### src/rtl/fmul_pkg.sv
package fmul_pkg;
  typedef enum logic [1:0] {
    MODE_FULL    = 2'b00,
    MODE_HALF    = 2'b01,
    MODE_QUARTER = 2'b10,
    MODE_RSVD    = 2'b11
  } fmul_mode_e;
endpackage

### src/rtl/fmul_tile.sv
// One partial-product tile; operands are forced to zero when the tile is idle.
module fmul_tile #(
  parameter int W = 9
) (
  input  logic           en,
  input  logic [W-1:0]   a,
  input  logic [W-1:0]   b,
  output logic [2*W-1:0] p
);
  logic [W-1:0] ga, gb;

  assign ga = en ? a : '0;
  assign gb = en ? b : '0;
  assign p  = {{W{1'b0}}, ga} * {{W{1'b0}}, gb};
endmodule

### src/rtl/fmul_tile_mask.sv
// Decides which tiles of the grid belong to a lane under the current mode.
module fmul_tile_mask #(
  parameter int LANES = 4
) (
  input  fmul_pkg::fmul_mode_e mode,
  output logic [LANES*LANES-1:0] tile_en
);
  import fmul_pkg::*;

  localparam int HALF_G = LANES / 2;
  localparam int QUAR_G = LANES / 4;

  for (genvar i = 0; i < LANES; i++) begin : g_row
    for (genvar j = 0; j < LANES; j++) begin : g_col
      localparam bit IN_HALF = (i / HALF_G) == (j / HALF_G);
      localparam bit IN_QUAR = (i / QUAR_G) == (j / QUAR_G);
      always_comb begin
        unique case (mode)
          MODE_FULL:    tile_en[i*LANES+j] = 1'b1;
          MODE_HALF:    tile_en[i*LANES+j] = IN_HALF;
          MODE_QUARTER: tile_en[i*LANES+j] = IN_QUAR;
          default:      tile_en[i*LANES+j] = 1'b0;
        endcase
      end
    end
  end
endmodule

### src/rtl/fmul_reduce.sv
// Shifts every tile product to weight LANE_W*(i+j) and sums them.
module fmul_reduce #(
  parameter int LANE_W = 9,
  parameter int LANES  = 4
) (
  input  logic [LANES*LANES*2*LANE_W-1:0] tile_p,
  output logic [2*LANE_W*LANES-1:0]        sum
);
  localparam int TW     = 2 * LANE_W;
  localparam int PROD_W = 2 * LANE_W * LANES;

  always_comb begin
    sum = '0;
    for (int t = 0; t < LANES * LANES; t++) begin
      sum = sum + (PROD_W'(tile_p[t*TW +: TW]) << (LANE_W * (t / LANES + t % LANES)));
    end
  end
endmodule

### src/rtl/fmul_frac.sv
module fmul_frac #(
  parameter int LANE_W = 9,
  parameter int LANES  = 4
) (
  input  logic [1:0]                  mode,
  input  logic [LANE_W*LANES-1:0]     op_a,
  input  logic [LANE_W*LANES-1:0]     op_b,
  output logic [2*LANE_W*LANES-1:0]   prod
);
  import fmul_pkg::*;

  localparam int TILES = LANES * LANES;
  localparam int TW    = 2 * LANE_W;

  fmul_mode_e             mode_e;
  logic [TILES-1:0]       tile_en;
  logic [TILES*TW-1:0]    tile_p;

  assign mode_e = fmul_mode_e'(mode);

  fmul_tile_mask #(.LANES(LANES)) u_mask (
    .mode    (mode_e),
    .tile_en (tile_en)
  );

  for (genvar i = 0; i < LANES; i++) begin : g_arow
    for (genvar j = 0; j < LANES; j++) begin : g_bcol
      fmul_tile #(.W(LANE_W)) u_tile (
        .en (tile_en[i*LANES+j]),
        .a  (op_a[i*LANE_W +: LANE_W]),
        .b  (op_b[j*LANE_W +: LANE_W]),
        .p  (tile_p[(i*LANES+j)*TW +: TW])
      );
    end
  end

  fmul_reduce #(.LANE_W(LANE_W), .LANES(LANES)) u_reduce (
    .tile_p (tile_p),
    .sum    (prod)
  );
endmodule

### config.mk
export PLATFORM = sky130hd
export DESIGN_NAME = fmul_frac
export DESIGN_NICKNAME = d
export VERILOG_FILES = /design/src/rtl/fmul_pkg.sv /design/src/rtl/fmul_tile.sv /design/src/rtl/fmul_tile_mask.sv /design/src/rtl/fmul_reduce.sv /design/src/rtl/fmul_frac.sv
export SDC_FILE = /design/constraint.sdc
export NUM_CORES = 2
export LEC_CHECK = 0
export ABC_AREA = 1
export BUFFER_PORTS_ARGS = -buffer_cell sky130_fd_sc_hd__clkbuf_2
export CORE_UTILIZATION = 50
export DETAILED_ROUTE_END_ITERATION = 10
export GPL_TIMING_DRIVEN = 0
export MAX_ROUTING_LAYER = met4
export PLACE_DENSITY = 0.66
export SYNTH_ARGS = -nofsm -noshare
export SYNTH_HDL_FRONTEND = slang
export SYNTH_SLANG_ARGS = --single-unit
export TNS_END_PERCENT = 50
### constraint.sdc
create_clock -name vclk -period 12
set_input_delay 0.6 -clock vclk [all_inputs]
set_output_delay 0.6 -clock vclk [all_outputs]
set_load 0.1 [all_outputs]
Word-level counts from Yosys, hierarchy flattened
Cells that the tools add are included.

storage, ports and cells
  bits in registers = 0
  output and inout port bits = 72

cells by class
  eq/ne operators = 2
  add/sub/neg operators = 15
  mux-type cells = 27
  multiply operators = 16
  reductions and logical operators = 3

operator list
  kind                                                  count
  adder 72 x 45 -> 72 bit                               4
  multiplier 9 x 9 -> 18 bit                            16
  adder 72 x 36 -> 72 bit                               3
  adder 72 x 54 -> 72 bit                               3
  2-to-1 mux 9 bit                                      24
  adder 72 x 63 -> 72 bit                               2
  adder 72 x 27 -> 72 bit                               1
  adder 72 bit                                          1
  adder 18 x 27 -> 28 bit                               1
  2-to-1 mux 1 bit                                      3
  OR reduction 3 bit                                    1
  equality test 2 x 1 -> 1 bit (second input constant)  1
  equality test 2 bit (second input constant)           1
  logical NOT 2 bit                                     1
  OR reduction 2 bit                                    1

Logic depth before layout (Yosys ltp)
  depth in word-level cells = 20
  depth in mapped cells = 51
  depth with buffers taken out = 49

Cells and area by module
Synthesis repeated with hierarchy kept, for this count alone.

second synthesis, totals
  cell total of the unflattened synthesis = 8,365
  area total of the unflattened synthesis = 56,227.7 sq um

modules (own cells, without submodules)
  module                                      cells each  times used  area an instance (sq um)
  fmul_reduce                                 1,834       1           11,423.5
  fmul_tile (g_arow[0].g_bcol[0].u_tile ...)  411         4           2,817.7
  fmul_tile (g_arow[1].g_bcol[1].u_tile ...)  408         4           2,792.7
  fmul_tile (g_arow[2].g_bcol[2].u_tile ...)  404         3           2,778.9
  fmul_tile (g_arow[1].g_bcol[0].u_tile)      410         1           2,800.2
  fmul_tile (g_arow[3].g_bcol[3].u_tile)      403         1           2,795.2
  fmul_tile (g_arow[2].g_bcol[1].u_tile)      408         1           2,777.7
  fmul_tile (g_arow[3].g_bcol[1].u_tile)      405         1           2,773.9
  fmul_tile (g_arow[3].g_bcol[2].u_tile)      401         1           2,770.2
  fmul_tile_mask                              16          1           108.9

Worst setup path before layout
No wires, ideal clock.

  kind = input to output
  start point = in op_b[9]
  end point = out prod[41]
  cell stages on the path = 42
  data required time = 11,400 ps
  path buffers = 2
  data arrival time = 10,395 ps
  setup slack = 1,005 ps
  cell sequence = buf_2 > inv_1 > nor2_1 > clkbuf_1 > nand2_1 > fa_1 > inv_1 > fa_1 > inv_1 > fa_1 > fa_1 > inv_1 > ha_1 > a21oi_1 > o21ai_2 > xor2_1 > fa_1 > inv_1 > [... 6 more ...] > nor2_2 > nand3_1 > nand2_1 > nand2_1 > fa_1 > fa_1 > fa_1 > fa_1 > inv_1 > ha_1 > nand2_1 > nor2_1 > inv_1 > nor2_1 > inv_1 > nor2_1 > a21oi_1 > xnor2_1

on the way
  word-level cells in the longest chain between the ends = 17
  elaborated cells between the ends (all ways) = 22
  classes of those cells = add/sub (15); mul (4); mux (3)

RTL lines
  element                     line               text
  start: declaration          fmul_frac.sv:7     input logic [LANE_W*LANES-1:0] op_b,
  2-to-1 mux 9 bit            fmul_tile.sv:13    assign gb = en ? b : '0;
  multiplier 9 x 9 -> 18 bit  fmul_tile.sv:14    assign p = {{W{1'b0}}, ga} * {{W{1'b0}}, gb};
  adder 18 x 27 -> 28 bit     fmul_reduce.sv:15  sum = sum + (PROD_W'(tile_p[t*TW +: TW]) << (LANE_W * (t / LANES + t % LANES)));
  adder 72 x 36 -> 72 bit     fmul_reduce.sv:15
  adder 72 x 45 -> 72 bit     fmul_reduce.sv:15
  adder 72 x 27 -> 72 bit     fmul_reduce.sv:15
  adder 72 x 36 -> 72 bit     fmul_reduce.sv:15
  adder 72 x 45 -> 72 bit     fmul_reduce.sv:15
  adder 72 x 54 -> 72 bit     fmul_reduce.sv:15
  adder 72 x 36 -> 72 bit     fmul_reduce.sv:15
  adder 72 x 45 -> 72 bit     fmul_reduce.sv:15
  adder 72 x 54 -> 72 bit     fmul_reduce.sv:15
  adder 72 x 63 -> 72 bit     fmul_reduce.sv:15
  adder 72 x 45 -> 72 bit     fmul_reduce.sv:15
  adder 72 x 54 -> 72 bit *   fmul_reduce.sv:15
  adder 72 x 63 -> 72 bit *   fmul_reduce.sv:15
  adder 72 bit *              fmul_reduce.sv:15
  end: declaration            fmul_frac.sv:8     output logic [2*LANE_W*LANES-1:0] prod

Every way passes the cells marked *; elsewhere a longest branch is shown, timed or not.

Final worst setup path
  start point = in op_b[20]
  end point = out prod[69]

on the way
  word-level cells in the longest chain between the ends = 16
  elaborated cells between the ends (all ways) = 21
  classes of those cells = add/sub (14); mul (4); mux (3)

RTL lines
  element                     line
  2-to-1 mux 9 bit            fmul_tile.sv:13
  multiplier 9 x 9 -> 18 bit  fmul_tile.sv:14
  adder 72 x 36 -> 72 bit     fmul_reduce.sv:15
  adder 72 x 45 -> 72 bit     fmul_reduce.sv:15
  adder 72 x 27 -> 72 bit     fmul_reduce.sv:15
  adder 72 x 36 -> 72 bit     fmul_reduce.sv:15
  adder 72 x 45 -> 72 bit     fmul_reduce.sv:15
  adder 72 x 54 -> 72 bit     fmul_reduce.sv:15
  adder 72 x 36 -> 72 bit     fmul_reduce.sv:15
  adder 72 x 45 -> 72 bit     fmul_reduce.sv:15
  adder 72 x 54 -> 72 bit     fmul_reduce.sv:15
  adder 72 x 63 -> 72 bit     fmul_reduce.sv:15
  adder 72 x 45 -> 72 bit     fmul_reduce.sv:15
  adder 72 x 54 -> 72 bit     fmul_reduce.sv:15
  adder 72 x 63 -> 72 bit *   fmul_reduce.sv:15
  adder 72 bit *              fmul_reduce.sv:15

Marks and branches as above.

==> impl_table.tex <==
\begin{tabular}{lr}
\hline
Metric & Value \\
\hline
\multicolumn{2}{l}{\textbf{Die}} \\
\quad Boundary Pins & between 100 and 150 \\
\quad Die Width & around 320 um \\
\quad Starting utilization of the core area & around half \\
\quad Die outline height & approximately 320 um \\
\quad Die footprint & roughly 100000 um\^{}2 \\
\quad Core footprint & 100000 um\^{}2 \\
\quad Site row count & around 120 \\
\multicolumn{2}{l}{\textbf{Cells and area}} \\
\quad Sequential standard cell area & 0 um\^{}2 \\
\quad Number of flip-flops and latches & 0 \\
\quad Final-layout clock buffer total & 0 \\
\quad Post-Layout Inst Area & roughly 53000 um\^{}2 \\
\quad Fill cell total of the finished layout & approximately 10000 \\
\quad Fraction of the core area covered by cells at the end of the flow & between 50\% and 60\% \\
\quad Total area of multi-input combinational cells & $\sim$44000 um\^{}2 \\
\quad Share of cells above drive strength 1 & under 10\% \\
\quad Net count, final & between 8000 and 9000 \\
\quad Layout overhead on the synthesized area & 4.95\% \\
\multicolumn{2}{l}{\textbf{Global route}} \\
\quad Pin count of the biggest net entering global routing & 11 \\
\quad GR Util met3 & under 10\% \\
\quad GR Overflow Total & 0 \\
\quad Initial antenna violation count & 10 \\
\quad Global routing met2 resource utilization & between 50 and 60\% \\
\quad Overall track demand over capacity in global routing & between 30\% and 40\% \\
\quad GRT met1 Usage & 44.3\% \\
\quad Vias in the first global route & 45000 \\
\quad Layer with the highest usage after global routing & met2 \\
\quad Wire length of the first global-routing pass & 270 mm \\
\multicolumn{2}{l}{\textbf{Place}} \\
\quad Count of buffers inserted at the top-level ports & between 100 and 150 \\
\quad Worst setup timing slack at the placement stage & -0.768 ns \\
\quad Post-DP HPWL & approximately 160 mm \\
\quad Placed standard-cell area & 52700 um\^{}2 \\
\quad Placer's final routability congestion estimate & 1.13 \\
\multicolumn{2}{l}{\textbf{Drt}} \\
\quad Final antenna-violating net count & 0 \\
\quad Router iterations before antenna repair & 6 \\
\quad Total length of routed wires & 180 mm \\
\quad Via-per-instance ratio & roughly 5.5 \\
\quad Final routed wire length divided by cell count & between 20 and 25 um \\
\quad Initial detailed-routing violation count & around 4000 \\
\quad Number of vias in the routed layout & 44900 \\
\quad DRC violation count after routing & 0 \\
\multicolumn{2}{l}{\textbf{Synth}} \\
\quad Syn avg cell area & between 7 and 8 um\^{}2 \\
\quad Syn. warnings & 0 \\
\quad Synthesized net count & between 8000 and 9000 \\
\quad Sequential element share of the synthesized area & 0\% \\
\quad Netlist area before placement & about 51000 um\^{}2 \\
\quad Netlist cell types & 46 \\
\quad Gate count of the mapped netlist & between 6000 and 7000 \\
\multicolumn{2}{l}{\textbf{Worst setup path}} \\
\quad Critical Path Max Stage Delay & 0.80 ns \\
\quad Startpoint type of the worst setup path & input pin \\
\quad Worst Setup End Kind & output port \\
\quad Maximum net fanout on the critical path & 10 \\
\quad Most repeated library cell on the critical path & fa\_1 \\
\quad Crit path kind & input pin to output port \\
\quad Arrival time worst endpoint & approximately 11 ns \\
\quad Data required time at the worst endpoint & about 11 ns \\
\quad Slowest cell on crit path & clkdlybuf4s15\_1 \\
\multicolumn{2}{l}{\textbf{Timing}} \\
\quad Worst slew margin & a little under a quarter \\
\quad Fmax & 0.0843 GHz \\
\quad Share of the clock period used by the worst path & slightly below 100\% \\
\quad Setup tns final & 0 ns \\
\quad Number of hold violations in the final report & 0 \\
\quad Final min period & around 12 ns \\
\quad Final setup violation count & 0 \\
\quad Post-route setup slack & roughly 0.14 ns \\
\quad Transition time at the pin with the least slew margin & around 1.2 ns \\
\quad Count of final max-slew check failures & 0 \\
\multicolumn{2}{l}{\textbf{Hold path}} \\
\quad Worst Hold Class & input pin to output port \\
\quad Number of cells on the worst hold path & 6 \\
\multicolumn{2}{l}{\textbf{Flow run}} \\
\quad Number of violations of the max-capacitance limit & 0 \\
\multicolumn{2}{l}{\textbf{Status}} \\
\quad Run status & complete, no violations \\
\hline
\end{tabular}
==> logic make-up after synthesis <==
logic type | share of synthesized area [%]
XOR/XNOR | 4.33
AO/OA/AOI/OAI | 5.66
buffers and inverters | 13.6
adder cells (fa/ha/maj) | 57.7
AND/OR/NAND/NOR | 18.7
==> placed cells by master, fill, tap and decap left out, drive strengths merged, types with 11 or more instances in the layout <==
| cell type | Yosys | routed |
|---|---|---|
| a21boi | 15 | 15 |
| a21o | 31 | 31 |
| a21oi | 252 | 252 |
| a31o | 13 | 13 |
| a31oi | 23 | 23 |
| buf | 42 | 53 |
| clkbuf | 102 | 213 |
| clkinv | 22 | 19 |
| diode | 0 | 11 |
| fa | 964 | 964 |
| ha | 788 | 788 |
| inv | 1648 | 1648 |
| nand2 | 1299 | 1299 |
| nand3 | 171 | 171 |
| nand4 | 25 | 25 |
| nor2 | 815 | 815 |
| nor3 | 54 | 54 |
| o21ai | 122 | 122 |
| o21bai | 25 | 25 |
| xnor2 | 79 | 79 |
| xor2 | 169 | 169 |
==> critical path: cells and delay by family <==
family	cells	cell delay, ns
AO/OA/AOI/OAI	7	1.71
adder cells (fa/ha/maj)	10	4.76
buffers and inverters	7	2.32
XOR/XNOR	1	0.58
AND/OR/NAND/NOR	10	1.27
==> cell usage after synthesis, drive strengths merged <==
cell type,count,share of area (%)
xor2,169,3.0
a21boi,15,0.23
nor3b,1,0.015
nand2,1299,9.7
o2111ai,1,0.017
a31o,13,0.23
a211oi,4,0.059
fa,964,38
buf,42,0.39
and2,1,0.012
o31ai,10,0.15
inv,1648,12
clkbuf,102,0.76
xnor2,79,1.4
clkinv,22,0.16
o211ai,3,0.045
nor3,54,0.56
a21oi,252,2.5
a31oi,23,0.28
nand4,25,0.31
nor4,10,0.14
a21o,31,0.46
nand3,171,1.7
nor2,815,6.2
and3,2,0.025
a221oi,1,0.017
ha,788,20
o21a,3,0.045
o21bai,25,0.37
o21ai,122,1.3
nand3b,3,0.045
==> metrics by stage <==
stage / cells / hold WS, ns
detailed placement: 8116 / 2.35
CTS: 8116 / 2.36
finish: 8131 / 2.36
global placement: 8116 / 2.34
floorplan: 6698 / 1.89
global route: 8129 / 2.41
==> worst paths after layout <==
kind	start	end
worst max-delay path	op_b[20]	prod[69]
worst min-delay path	op_a[0]	prod[2]
==> metal layers <==
| layer | wire, um | part of all wire, % |
|---|---|---|
| met1 | 68800 | 38 |
| met2 | 79100 | 44 |
| met5 | 0 | 0 |
| met4 | 14100 | 7.8 |
| met3 | 18000 | 10 |
==> cell type report <==
class | instances | area share (%)
repair buffers | 125 | 1.36
multi-input cells | 4884 | 82.5
diodes | 11 | 0.0519
plain buffers | 143 | 1.16
well taps | 1298 | 3.06
inverters | 1670 | 11.8
==> what timing repair did <==
action,4_1_cts,5_1_grt
resized for setup,27,75
pin swaps,0,1
setup buffers,0,5
setup endpoints to repair,49,47
hold buffers,0,0
